===== config.mk =====
export PLATFORM = sky130hd
export DESIGN_NAME = seq_scanline_irq
export DESIGN_NICKNAME = d
export VERILOG_FILES = /design/src/rtl/seq_pkg.sv /design/src/rtl/seq_frame_timer.sv /design/src/rtl/seq_hint_ctr.sv /design/src/rtl/seq_fifo_flag.sv /design/src/rtl/seq_scanline_irq.sv
export SDC_FILE = /design/constraint.sdc
export NUM_CORES = 1
export LEC_CHECK = 0
export BUFFER_PORTS_ARGS = -buffer_cell sky130_fd_sc_hd__buf_4
export CORE_MARGIN = 2
export CORE_UTILIZATION = 53
export DETAILED_ROUTE_END_ITERATION = 10
export GPL_TIMING_DRIVEN = 0
export PLACE_DENSITY_LB_ADDON = 0.15
export SLEW_MARGIN = 20
export SYNTH_ARGS = -nofsm -noshare
export SYNTH_HDL_FRONTEND = slang
export SYNTH_SLANG_ARGS = --single-unit

===== constraint.sdc =====
create_clock -name clk -period 3.7 [get_ports clk]
set_input_delay 0.37 -clock clk [delete_from_list [all_inputs] [get_ports clk]]
set_output_delay 0.37 -clock clk [all_outputs]
set_load 0.01 [all_outputs]

===== src/rtl/seq_pkg.sv =====
package seq_pkg;
   typedef enum logic [1:0] {PH_LEAD, PH_LINE, PH_LAG, PH_TAIL} phase_t;
   typedef struct packed {
      logic frame;
      logic vis;
      logic vline;
      logic fire;
   } evt_t;
endpackage


===== src/rtl/seq_frame_timer.sv =====
module seq_frame_timer
   import seq_pkg::*;
#(
   parameter int LINE_CYC     = 488,
   parameter int LEAD_CYC     = 148,
   parameter int LAG_CYC      = 68,
   parameter int NTSC_LINES   = 262,
   parameter int NTSC_VIS     = 224,
   parameter int PAL_LINES    = 313,
   parameter int PAL_VIS      = 224,
   parameter int PAL_TALL_VIS = 240,
   parameter bit TALL_EN      = 1'b1
) (
   input  logic clk,
   input  logic rst_n,
   input  logic tick,
   input  logic pal_sel,
   input  logic tall_sel,
   output evt_t evt
);
   localparam int TAIL_CYC = LINE_CYC - LAG_CYC - LEAD_CYC;
   localparam int CYC_W    = $clog2(LINE_CYC);
   localparam int MAXL     = (NTSC_LINES > PAL_LINES) ? NTSC_LINES : PAL_LINES;
   localparam int LN_W     = $clog2(MAXL + 1);

   generate
      if (TAIL_CYC < 1) begin : g_bad_split
         $error("lead plus lag must be shorter than one line");
      end
      if (NTSC_VIS >= NTSC_LINES || PAL_VIS >= PAL_LINES || PAL_TALL_VIS >= PAL_LINES) begin : g_bad_lines
         $error("visible lines must be fewer than total lines");
      end
      if (NTSC_VIS < 1 || PAL_VIS < 1 || PAL_TALL_VIS < 1) begin : g_bad_vis
         $error("at least one visible line is needed");
      end
   endgenerate

   logic tall_in;
   generate
      if (TALL_EN) begin : g_tall
         assign tall_in = tall_sel;
      end else begin : g_no_tall
         assign tall_in = 1'b0;
      end
   endgenerate

   phase_t           phase;
   logic [CYC_W-1:0] cyc;
   logic [LN_W-1:0]  line;
   logic             mode_pal, mode_tall;
   logic [LN_W-1:0]  vis_n, tot_n, nxt_line;
   logic [CYC_W-1:0] seg_last;
   logic             seg_end;

   always_comb begin
      vis_n    = mode_pal ? (mode_tall ? LN_W'(PAL_TALL_VIS) : LN_W'(PAL_VIS)) : LN_W'(NTSC_VIS);
      tot_n    = mode_pal ? LN_W'(PAL_LINES) : LN_W'(NTSC_LINES);
      nxt_line = line + 1'b1;
      case (phase)
         PH_LEAD: seg_last = CYC_W'(LEAD_CYC - 1);
         PH_LAG:  seg_last = CYC_W'(LAG_CYC - 1);
         PH_TAIL: seg_last = CYC_W'(TAIL_CYC - 1);
         default: seg_last = CYC_W'(LINE_CYC - 1);
      endcase
      seg_end = tick && (cyc == seg_last);
   end

   always_comb begin
      evt = '0;
      if (seg_end) begin
         case (phase)
            PH_LEAD: evt.vis = 1'b1;
            PH_LINE: begin
               if (nxt_line == tot_n)     evt.frame = 1'b1;
               else if (nxt_line < vis_n) evt.vis   = 1'b1;
               else if (nxt_line == vis_n) evt.vline = 1'b1;
            end
            PH_LAG:  evt.fire = 1'b1;
            default: evt.frame = (nxt_line == tot_n);
         endcase
      end
   end

   always_ff @(posedge clk) begin
      if (!rst_n) begin
         phase     <= PH_LEAD;
         cyc       <= '0;
         line      <= '0;
         mode_pal  <= pal_sel;
         mode_tall <= tall_in;
      end else if (tick) begin
         if (seg_end) begin
            cyc <= '0;
            if (evt.frame) begin
               phase     <= PH_LEAD;
               line      <= '0;
               mode_pal  <= pal_sel;
               mode_tall <= tall_in;
            end else begin
               case (phase)
                  PH_LEAD: begin
                     phase <= PH_LINE;
                     line  <= '0;
                  end
                  PH_LINE: begin
                     line <= nxt_line;
                     if (evt.vline) phase <= PH_LAG;
                  end
                  PH_LAG:  phase <= PH_TAIL;
                  default: begin
                     phase <= PH_LINE;
                     line  <= nxt_line;
                  end
               endcase
            end
         end else begin
            cyc <= cyc + 1'b1;
         end
      end
   end


   evt_onehot_chk: assert property (@(posedge clk) disable iff (!rst_n)
      $onehot0({evt.frame, evt.vis, evt.vline, evt.fire}));


   evt_needs_tick_chk: assert property (@(posedge clk) disable iff (!rst_n)
      !tick |-> (evt == '0));
endmodule


===== src/rtl/seq_hint_ctr.sv =====
module seq_hint_ctr #(
   parameter int CNT_W = 8
) (
   input  logic             clk,
   input  logic             rst_n,
   input  logic             frame_ev,
   input  logic             line_ev,
   input  logic [CNT_W-1:0] reload,
   input  logic             ack,
   output logic             pend
);
   logic [CNT_W-1:0] cnt;
   logic             set_now;

   assign set_now = line_ev && (cnt == '0);

   always_ff @(posedge clk) begin
      if (!rst_n) begin
         cnt  <= reload;
         pend <= 1'b0;
      end else begin
         if (frame_ev || set_now) cnt <= reload;
         else if (line_ev)        cnt <= cnt - 1'b1;
         pend <= set_now || (pend && !ack);
      end
   end


   hint_set_cause_chk: assert property (@(posedge clk) disable iff (!rst_n)
      $rose(pend) |-> $past(line_ev));


   hint_ack_chk: assert property (@(posedge clk) disable iff (!rst_n)
      (ack && !line_ev) |=> !pend);
endmodule


===== src/rtl/seq_fifo_flag.sv =====
module seq_fifo_flag #(
   parameter int CNT_W = 6,
   parameter int DRAIN = 12
) (
   input  logic clk,
   input  logic rst_n,
   input  logic line_ev,
   input  logic vline_ev,
   input  logic wr,
   output logic empty
);
   localparam logic [CNT_W-1:0] DRAIN_V = CNT_W'(DRAIN);

   generate
      if (DRAIN < 1 || DRAIN >= (1 << CNT_W)) begin : g_bad_drain
         $error("drain amount must fit the write counter");
      end
   endgenerate

   logic [CNT_W-1:0] cnt, after_ev;
   logic             drained;

   always_comb begin
      drained  = (line_ev && (cnt <= DRAIN_V)) || vline_ev;
      after_ev = cnt;
      if (drained)      after_ev = '0;
      else if (line_ev) after_ev = cnt - DRAIN_V;
   end

   always_ff @(posedge clk) begin
      if (!rst_n) begin
         cnt   <= '0;
         empty <= 1'b1;
      end else begin
         cnt <= (wr && (after_ev != '1)) ? after_ev + 1'b1 : after_ev;
         if (wr)           empty <= 1'b0;
         else if (drained) empty <= 1'b1;
      end
   end


   fifo_wr_clears_chk: assert property (@(posedge clk) disable iff (!rst_n)
      wr |=> !empty);


   fifo_vline_empty_chk: assert property (@(posedge clk) disable iff (!rst_n)
      (vline_ev && !wr) |=> empty);
endmodule


===== src/rtl/seq_scanline_irq.sv =====
module seq_scanline_irq
   import seq_pkg::*;
#(
   parameter int LINE_CYC     = 488,
   parameter int LEAD_CYC     = 148,
   parameter int LAG_CYC      = 68,
   parameter int NTSC_LINES   = 262,
   parameter int NTSC_VIS     = 224,
   parameter int PAL_LINES    = 313,
   parameter int PAL_VIS      = 224,
   parameter int PAL_TALL_VIS = 240,
   parameter bit TALL_EN      = 1'b1,
   parameter int HINT_W       = 8,
   parameter int FIFO_W       = 6,
   parameter int FIFO_DRAIN   = 12
) (
   input  logic              clk,
   input  logic              rst_n,
   input  logic              cyc_tick,
   input  logic              pal_sel,
   input  logic              tall_sel,
   input  logic [HINT_W-1:0] hint_reload,
   input  logic              hint_en,
   input  logic              vint_en,
   input  logic              fifo_wr,
   input  logic              ack_hint,
   input  logic              ack_vint,
   output logic [7:0]        pend_bits,
   output logic [15:0]       status_word,
   output logic              irq_lvl4,
   output logic              irq_lvl6
);
   localparam int PB_H  = 4;
   localparam int PB_V  = 5;
   localparam int SB_VB = 3;
   localparam int SB_VF = 7;
   localparam int SB_FE = 9;

   evt_t evt;
   logic pend_h, pend_v, vblank, vflag, fifo_empty;

   seq_frame_timer #(
      .LINE_CYC(LINE_CYC), .LEAD_CYC(LEAD_CYC), .LAG_CYC(LAG_CYC),
      .NTSC_LINES(NTSC_LINES), .NTSC_VIS(NTSC_VIS),
      .PAL_LINES(PAL_LINES), .PAL_VIS(PAL_VIS), .PAL_TALL_VIS(PAL_TALL_VIS),
      .TALL_EN(TALL_EN)
   ) i_timer (
      .clk(clk), .rst_n(rst_n), .tick(cyc_tick),
      .pal_sel(pal_sel), .tall_sel(tall_sel), .evt(evt)
   );

   seq_hint_ctr #(.CNT_W(HINT_W)) i_hint (
      .clk(clk), .rst_n(rst_n), .frame_ev(evt.frame),
      .line_ev(evt.vis || evt.vline), .reload(hint_reload),
      .ack(ack_hint), .pend(pend_h)
   );

   seq_fifo_flag #(.CNT_W(FIFO_W), .DRAIN(FIFO_DRAIN)) i_fifo (
      .clk(clk), .rst_n(rst_n), .line_ev(evt.vis), .vline_ev(evt.vline),
      .wr(fifo_wr), .empty(fifo_empty)
   );

   always_ff @(posedge clk) begin
      if (!rst_n) begin
         vblank <= 1'b0;
         vflag  <= 1'b0;
         pend_v <= 1'b0;
      end else begin
         if (evt.frame)      vblank <= 1'b0;
         else if (evt.vline) vblank <= 1'b1;
         if (evt.frame)      vflag  <= 1'b0;
         else if (evt.fire)  vflag  <= 1'b1;
         pend_v <= evt.vline || (pend_v && !ack_vint);
      end
   end

   always_comb begin
      pend_bits          = '0;
      pend_bits[PB_H]    = pend_h;
      pend_bits[PB_V]    = pend_v;
      status_word        = '0;
      status_word[SB_VB] = vblank;
      status_word[SB_VF] = vflag;
      status_word[SB_FE] = fifo_empty;
      irq_lvl4           = pend_h && hint_en;
      irq_lvl6           = pend_v && vflag && vint_en;
   end


   vflag_after_vblank_chk: assert property (@(posedge clk) disable iff (!rst_n)
      $rose(status_word[SB_VF]) |-> status_word[SB_VB]);


   vline_pending_chk: assert property (@(posedge clk) disable iff (!rst_n)
      evt.vline |=> (pend_bits[PB_V] && status_word[SB_VB]));


   frame_clear_chk: assert property (@(posedge clk) disable iff (!rst_n)
      evt.frame |=> (!status_word[SB_VB] && !status_word[SB_VF]));
endmodule


# Word level (Yosys, flattened, before mapping)
# Cells that the tools add are included.
dict set report word_totals {
  register_bits 41
  latchBits 0
  ramBits 0
  rom_bits 0
  input_bits 18
  output_inout_bits 26
  elab_cells 93
  mem_count 0
}
dict set report classes {
  addsub 5
  n_mul 0
  div_mod_pow 0
  magnitude_cmp 2
  eq_ne 13
  n_shift 0
  muxes 36
  n_bitwise 1
  reduce_logical 24
}
# op n
set op_table {}
lappend op_table {{== test 9 bit} 3}
lappend op_table {{2-to-1 mux 9 bit} 3}
lappend op_table {{one-hot mux 9 bit (3 select lines)} 1}
lappend op_table {{2-to-1 mux 6 bit} 4}
lappend op_table {{2-to-1 mux 8 bit} 3}
lappend op_table {{adder 9 x 1 -> 9 bit, second input constant} 2}
lappend op_table {{one-hot mux 9 bit (2 select lines)} 1}
lappend op_table {{2-to-1 mux 1 bit} 16}
lappend op_table {{logical AND 1 bit} 9}
lappend op_table {{less-than comparator 9 bit} 1}
lappend op_table {{AND reduction 3 bit} 3}
lappend op_table {{zero test 8 bit} 1}
lappend op_table {{subtractor 8 x 1 -> 8 bit, second input constant} 1}
lappend op_table {{adder 6 x 1 -> 6 bit, second input constant} 1}
lappend op_table {{less-or-equal comparator 6 x 4 -> 1 bit, second input constant} 1}
lappend op_table {{2-to-1 mux 2 bit} 3}
lappend op_table {{!= test 2 x 1 -> 1 bit, second input constant} 3}
lappend op_table {{!= test 6 bit, second input constant} 1}
lappend op_table {{subtractor 6 x 4 -> 6 bit, second input constant} 1}
lappend op_table {{logical OR 1 bit} 5}
lappend op_table {{2-to-1 mux 5 bit} 1}
lappend op_table {{== test 2 bit, second input constant} 2}
lappend op_table {{2-to-1 mux 4 bit} 1}
lappend op_table {{one-hot mux 1 bit (2 select lines)} 2}
lappend op_table {{10 further kinds} 12}

# Logic depth before layout (Yosys ltp)
# Gate-level depths: netlist (run 1).
dict set report depth {
  ltp_word 14
  mapped_depth 17
  depth_no_buf 16
}

# Cells and area by module
# A second synthesis (run 1) with hierarchy kept.
dict set report hier_totals {
  hier_cells 366
  hier_area_um2 3141.8
}
# mod instances cells_per_inst area_each_um2 seq_area_each_um2
set by_module_without_submodules {}
lappend by_module_without_submodules {seq_frame_timer 1 209 1716.6 460.4}
lappend by_module_without_submodules {seq_fifo_flag 1 69 563.0 140.1}
lappend by_module_without_submodules {seq_hint_ctr 1 50 555.5 260.2}
lappend by_module_without_submodules {seq_scanline_irq 1 38 306.5 60.1}

# Least setup slack after synthesis (run 1)
# Ideal clock, no wire load.
dict set report synth_timing {
  path_type {register -> register}
  start {reg i_timer.line[1]}
  end {reg i_fifo.cnt[5]}
  setup_time_ns 0.121
  arrival_time_ns 3.650
  required_time_ns 3.579
  setup_slack_ns -0.071
  stages_incl_launch_ff 17
  period_less_slack_ns 3.771
  path_cell_list {dfxtp_1 > ha_1 > buf_4 > nand3_1 > xor2_1 > ha_1 > nand2_1 > a211oi_4 > nand4_2 > a21boi_2 > and2_1 > ha_1 > nor4b_1 > a211oi_1 > and2_1 > and4b_4 > mux2_4}
}
dict set report synth_between {
  elab_chain_len 12
}
# element line
set synth_lines {}
lappend synth_lines {{from (decl)} seq_frame_timer.sv:49} ;# logic [LN_W-1:0] line;
lappend synth_lines {{from (signal assigned)} seq_frame_timer.sv:106} ;# line <= nxt_line;
lappend synth_lines {{from (signal assigned)} seq_frame_timer.sv:112} ;# line <= nxt_line;
lappend synth_lines {{adder 9 x 1 -> 9 bit (*)} seq_frame_timer.sv:58} ;# nxt_line = line + 1'b1;
lappend synth_lines {{less-than comparator 9 bit / == test 9 bit (equally long branches)} {seq_frame_timer.sv:75, seq_frame_timer.sv:76}}
lappend synth_lines {{2-to-1 mux 1 bit, on equally long branches} {seq_frame_timer.sv:75, seq_frame_timer.sv:76}}
lappend synth_lines {{2-to-1 mux 2 bit (*)} seq_frame_timer.sv:74} ;# if (nxt_line == tot_n) evt.frame = 1'b1;
lappend synth_lines {{one-hot mux 1 bit (2 select lines) / 2-to-1 mux 2 bit (equally long branches)} {seq_frame_timer.sv:71, seq_frame_timer.sv:74}}
lappend synth_lines {{2-to-1 mux 4 bit (*)} seq_frame_timer.sv:70} ;# if (seg_end) begin
lappend synth_lines {{logical AND 1 bit / 2-to-1 mux 4 bit (equally long branches)} {seq_fifo_flag.sv:24, seq_frame_timer.sv:70}}
lappend synth_lines {{logical OR 1 bit} seq_fifo_flag.sv:24} ;# drained = (line_ev && (cnt <= DRAIN_V)) || vline_ev;
lappend synth_lines {{2-to-1 mux 6 bit (*)} seq_fifo_flag.sv:26} ;# if (drained) after_ev = '0;
lappend synth_lines {{parallel branches: the longest is 2 deep, another holds adder 6 x 1 -> 6 bit} n/a}
lappend synth_lines {{2-to-1 mux 6 bit (*)} seq_fifo_flag.sv:35} ;# cnt <= (wr && (after_ev != '1)) ? after_ev + 1'b1 : after_ev;
lappend synth_lines {{to (signal assigned)} seq_fifo_flag.sv:35}
lappend synth_lines {{to (decl)} seq_fifo_flag.sv:20} ;# logic [CNT_W-1:0] cnt, after_ev;
# Mark *: on every way between the ends.
# A chain may end at the register's enable or synchronous reset.

# Worst setup path in the final report (run 1)
dict set report layout_timing {
  start {reg i_timer.line[0]}
  end {reg i_fifo.cnt[0]}
}
# The elaborated chain is that of the path after synthesis.

==> impl_metrics.ini, run 1 <==
[critical_path]
worstSetupStartpointType = register
crit_path_end_kind = register
arrival_ps = 3710
critical_path_required_ps = 3890
crit_type = register to register
crit_fanout = 8

[synth]
synth_top_area_share_pct = 19.3
synth_edf_count = 10
ys.flop_type = dfxtp_1
synth_compound_area_share_pct = 16.5
synth_warnings = 0
synth_xor_area_share_pct = 5.99
yosysTopAreaCell = dfxtp_1
synthArstFlopShare_pct = 0
syn-mean-instance-area_um2 = 8.64
synth_seq_cells = 41
syn_area_um2 = 3220
syn_inst = 372
synth.distinct_cells = 74
synth_area_leaders = dfxtp_1 (19%), edfxtp_1 (9.3%), buf_4 (6.8%)
synthAdderAreaFrac_pct = 5.06
synth_top_family_by_area = simple AND/OR/NAND/NOR gates
synthMuxAreaShare_pct = 5.64
synth-simple-area-share_pct = 28.3
yosysSeqAreaShare_pct = 28.6

[sta]
drv_slew = 0
slew_headroom_pct = 51.4
hold_viol = 0
rsz0062_at_grt = no
fin_crit_ps = 3520
finalClockSkew_ps = 8.79
setup_viol = 0
min_period_over_period_pct = 95.1
max_clock_freq_mhz = 284
worstMarginPinSlew_ps = 723

[place]
dpl_cell_area_um2 = 3560
dp.cells = 489
hpwl_um = 5180
portBuffers = 24
gp_congestion = 0.900

[flow_run]
drv_cap = 0

[floorplan]
dieArea_um2 = 6710
io_pins = 44
core_area_um2 = 5890
start_util_pct = 54.6
die_w_um = 81.9
fp-row-count = 28
die_h_um = 81.9

[power_and_ir_drop]
vdd_drop_max_mv = 0.161
power_leakage_nw = 1.66
p_per_area_nw_per_um2 = 250

[clocking]
root_buffer = clkbuf_8
cts.path.max_buffers = 2
cts-htree-levels = 2
path_clk_slew_ps = 80
clock_latency_ps = 300
cts.sinks = 41
cts_tree = yes
numCtsBuffers = 5

[drt]
drtIter0Drc = 153
firstDrtPassIters = 4
viasPerCell = 5.57
avgRoutedWirePerCell_um = 14.3
drc = 0
postRouteAntennaNets = 0
totalWireLength_um = 7270
vias = 2824

[layout]
antenna_cells = 0
syn_to_final_growth_pct = 19.2
drive_gt1_share_pct = 30.3
nFillCells = 515
fin_cells = 507
stdcell_area_um2 = 3830
final_cell_mix = buf_4 (64), nor2_1 (41), nand2_1 (25), dfxtp_1 (25), conb_1 (19)
mostFrequentLayoutCell = buf_4
layout.nets = 462

[global_routing]
grt_pass1_vias = 2532
antenna_found_initial = 0
grt_pass1_wl_um = 11500
grt_start_max_net_pins = 13
overflow = 0
grt.total_usage_pct = 22.2

[outcome]
status = completed

[worst_hold_path]
hp-class = input pin to register
[cell type report]
class | instances | area, um2 | share of cell area (%)
buffer | 38 | 265 | 6.92
clock buffer | 6 | 72.6 | 1.89
clock inverter | 2 | 33.8 | 0.881
inverter | 13 | 48.8 | 1.27
multi-input combinational | 297 | 2120 | 55.3
sequential | 41 | 936 | 24.4
tap | 75 | 93.8 | 2.45
timing repair buffer | 35 | 263 | 6.86
[final timing paths]
check                  start                to  slack [ps]  cells after the start
max          i_timer.line[0]     i_fifo.cnt[0]         180                     13
min                  pal_sel  i_timer.mode_pal         240                      1
max reg2reg  i_timer.line[0]     i_fifo.cnt[0]         180                     13
min reg2reg           pend_v            pend_v         500                      2
[logic make-up after synthesis]
family | after synthesis
AO/OA/AOI/OAI | 70
XOR/XNOR | 22
adder cells (fa/ha/maj) | 13
buffers and inverters | 52
flip-flops | 41
multiplexers | 14
other | 1
AND/OR/NAND/NOR | 159
[where the power goes]
part           switching [mW]  internal (mW)  leakage (nW)  total [mW]
logic                  0.0497         0.0611          1.26       0.111
registers              0.0137          0.474         0.353       0.488
clock network           0.159          0.199        0.0528       0.358
[critical path, cell delays in order, from the launching register on]
cell and delay (ps):
dfxtp_4 370, buf_2 190, nand2_1 150, or4_4 450, and3_4 220, o311a_4 380
a21boi_2 220, and2_4 180, ha_2 220, nand4b_1 90, mux2_2 300, nand3_1 120
and3_1 210, mux2_4 300
[metrics by stage]
stage	setup TNS (ps)	util, %	power, mW	setup slack (ps)	hold slack, ps
finish	0	65.1	0.957	180	239
global route	0	65.1	0.994	5.24	234
CTS	0	63.8	0.965	2.63	241
detailed placement	-1220	60.5	0.608	-439	478
global placement	-1030	60.5	0.605	-397	473
floorplan	0	-	0.575	39.7	442
[routing by layer]
| metal | GRT usage [%] | part of all wire (%) | vias up |
|---|---|---|---|
| met5 | 0 | 0 | - |
| met4 | 6.50 | 1.6 | 0 |
| met3 | 2.97 | 5.6 | 11 |
| met2 | 38.5 | 49 | 80 |
| met1 | 28.7 | 43 | 1328 |
| li1 | - | - | 1405 |
[flip-flops by register name, summed over array words and instances, names as in the netlist, 2 cells and up]
register       flops
i_timer.cyc        9
i_timer.line       9
i_hint.cnt         8
i_fifo.cnt         6
i_timer.phase      2
[cells in the mapped netlist, drive strengths merged, types with 6 or more instances]
cell type and n:
ha 13, nand3 17, mux2 9, o21ai 14, dfxtp 31, and2 10, inv 13, nor2 41
nand4 11, and3 11, a211oi 6, edfxtp 10, nand2 27, xor2 18, a21oi 19, nor3 7
buf 35
[what timing repair did]
| action | CTS | global route |
|---|---|---|
| hold buffers | 0 | 0 |
| hold endpoints to repair | 0 | 0 |
| endpoints found under the setup margin | 5 | 5 |
| buffers inserted | 6 | 5 |
| gates cloned | 0 | 0 |
| pin swaps | 6 | 7 |
| gates resized for setup | 12 | 15 |
Note: power is estimated with default switching activity, not from simulation.
==> inputs of run 2 (changes only) <==
--- a/config.mk
+++ b/config.mk
@@ -14,4 +14,5 @@
 export SLEW_MARGIN = 20
 export SYNTH_ARGS = -nofsm -noshare
 export SYNTH_HDL_FRONTEND = slang
+export SYNTH_HIERARCHICAL = 1
 export SYNTH_SLANG_ARGS = --single-unit
==> run 2 against run 1 <==
Effect of this change:
- maximum frequency grew 2.3%
- sequential share of layout area grew 0.82 points
- clock skew shrank 3.5 ps
- register-to-register slack gained 80 ps
- synthesized cell count shrank 1.6%
- highest routed layer unchanged
- cell area shrank 4.0%
- sequential cell count is the same
- non-clock buffer count shrank 11
- critical path depth grew 1
==> impl_metrics.ini, run 2 <==
[sta]
max_clock_freq_mhz = 291
worstMarginPinSlew_ps = 584
setup_viol = 0
slew_headroom_pct = 60.6
finalClockSkew_ps = 5.28
drv_slew = 0
fin_crit_ps = 3440
min_period_over_period_pct = 93.0
hold_viol = 0

[drt]
postRouteAntennaNets = 0
drtIter0Drc = 97
vias = 2668
firstDrtPassIters = 4
drc = 0
totalWireLength_um = 6370
avgRoutedWirePerCell_um = 12.9
viasPerCell = 5.39

[flow_run]
drv_cap = 0

[synth]
synth_area_leaders = dfxtp_1 (20%), edfxtp_1 (9.6%), buf_4 (6.5%)
ys.flop_type = dfxtp_1
synth_edf_count = 10
synthArstFlopShare_pct = 0
synth-simple-area-share_pct = 29.4
syn_inst = 366
syn-mean-instance-area_um2 = 8.58
yosysSeqAreaShare_pct = 29.3
syn_area_um2 = 3140
synthAdderAreaFrac_pct = 5.58
synth.distinct_cells = 74
synth_xor_area_share_pct = 6.13
synth_compound_area_share_pct = 16.7
synthTopCellsByCount = nor2_1 (37), dfxtp_1 (31), buf_4 (27)
synthMuxAreaShare_pct = 2.79
synth_seq_cells = 41
synth_warnings = 6
synth_top_area_share_pct = 19.8
synth_top_family_by_area = simple AND/OR/NAND/NOR gates
yosysMostFrequentCell = nor2_1
yosysTopAreaCell = dfxtp_1

[layout]
multiInputGateArea_um2 = 2050
syn_to_final_growth_pct = 17.1
final_cell_mix = buf_4 (56), nor2_1 (36), dfxtp_1 (29)
nFillCells = 539
fin_cells = 495
seqCellArea_um2 = 928
antenna_cells = 0
layout.nets = 451
reg.largest.list = i_timer/cyc (9), i_timer/line (9), i_hint/cnt (8)
utilization_pct = 63.3
stdcell_area_um2 = 3680
drive_gt1_share_pct = 24.3
mostFrequentLayoutCell = buf_4

[global_routing]
grt_pass1_wl_um = 10800
grt_pass1_vias = 2335
antenna_found_initial = 0
grt_start_max_net_pins = 14
overflow = 0
grt.total_usage_pct = 20.7

[critical_path]
reg2reg_from = i_timer/phase[0]
crit_fanout = 9
crit_path_end_kind = register
path_delay_family = simple AND/OR/NAND/NOR gates
worstSetupStartpointType = register
slowest_delay_ps = 370
timing.critical_path.buf_inv = 1
r2r-end = i_fifo/cnt[0]
rrSetupSlack_ps = 260
crit_type = register to register
critical_path_required_ps = 3930
r2r_cells = 14
cp_cell_sequence = ha_1, or3_4, a2111oi_4, or2_4, nand2_2, nor2_2, buf_4, nor4b_4, nor3b_2, ha_1, o211ai_1, a21oi_2, or3_1, a21oi_1
arrival_ps = 3670
cpMaxStageDelayCell = dfxtp_1
crit_top_cell = ha_1
crit_start = i_timer/phase[0]

[power_and_ir_drop]
power_leakage_nw = 1.47
p_int_mw = 0.658
p_per_area_nw_per_um2 = 241
switching_share_pct = 25.7
power.share.clock_pct = 32.8
seqPwrFrac_pct = 55.1
vdd_drop_max_mv = 0.168
combPwrFrac_pct = 12.1
p_switching_mw = 0.228

[floorplan]
fp-row-count = 28
core_area_um2 = 5820
die_w_um = 81.0
io_pins = 44
die_h_um = 81.0
dieArea_um2 = 6560
start_util_pct = 54.0

[clocking]
clock_latency_ps = 290
path_clk_slew_ps = 80
cts.sinks = 41
cts.path.max_buffers = 2
ctsHoldBuffers = 0
cts-htree-levels = 2
root_buffer = clkbuf_8
cts_tree = yes
numCtsBuffers = 5

[worst_hold_path]
holdPathStages = 1
hp-class = input pin to register
hold_start = tall_sel
min_to = i_timer/mode_tall

[place]
portBuffers = 24
hpwl_um = 4760
dp.cells = 483
gp_congestion = 0.863
dpl_cell_area_um2 = 3490

[outcome]
status = completed
==> run 2: cell count changes after synthesis, sizes merged, moves of 5 or more <==
cell and change:
a211oi -5, mux2 -6, o22ai +6, and3 -7, nand2 -7, a31oi +10
==> run 2: power groups by stage <==
stage / logic [mW] / registers, mW / clock network (mW)
after detailed placement: 0.109 / 0.498 / 0
after CTS: 0.109 / 0.487 / 0.301
after global placement: 0.107 / 0.498 / 0
after global routing: 0.121 / 0.490 / 0.318
final: 0.108 / 0.488 / 0.290
after floorplan: 0.0797 / 0.494 / 0
==> run 2: cells by family (layout without fill, tap and decap cells) <==
kind of cell    count (synthesis)  count (layout)
flops                          41              41
simple gates                  156             156
compound gates                 74              74
mux                             8               8
other cells                     1              19
xor+xnor                       22              22
fa+ha+maj                      14              14
buf+inv                        50              86
==> run 2: worst max path at each step <==
stage / endpoint / slack [ps] / cells after the start
2_1_floorplan: i_fifo/cnt[0] / 160 / 15
3_3_place_gp: i_fifo/cnt[0] / -690 / 15
3_5_place_dp: i_fifo/cnt[0] / -350 / 17
4_1_cts: i_fifo/cnt[0] / 9 / 17
5_1_grt: i_fifo/cnt[0] / -10 / 17
6_report: i_fifo/cnt[0] / 260 / 14
==> run 2: repair_timing <==
item                                    4_1_cts  5_1_grt
gates resized for setup                       6       11
setup buffers                                 1        4
pin swaps                                     1        1
endpoints found under the setup margin       11        5
==> run 2: through the flow <==
stage | total power [mW] | hold WS (ps) | setup slack [ps] | setup TNS (ps)
2_1_floorplan | 0.574 | 442 | 160 | 0
3_3_place_gp | 0.605 | 471 | -687 | -8230
3_5_place_dp | 0.607 | 473 | -347 | -988
4_1_cts | 0.897 | 245 | 9.38 | 0
5_1_grt | 0.929 | 238 | -13.8 | -13.8
6_report | 0.886 | 253 | 260 | 0
==> run 2: per-layer routing <==
| metal | GRT usage [%] | routed length (um) |
|---|---|---|
| met1 | 28.9 | 3100 |
| met2 | 33.9 | 2930 |
| met3 | 3.33 | 283 |
| met4 | 4.07 | 54 |
| met5 | 0 | 0 |
==> run 2: layout make-up <==
class | instances | area share, %
buffer | 33 | 6.77
clock buffer | 6 | 1.97
clock inverter | 2 | 0.306
inverter | 16 | 1.63
multi-input combinational | 293 | 55.6
sequential | 41 | 25.2
tap | 75 | 2.55
timing repair buffer | 29 | 5.92
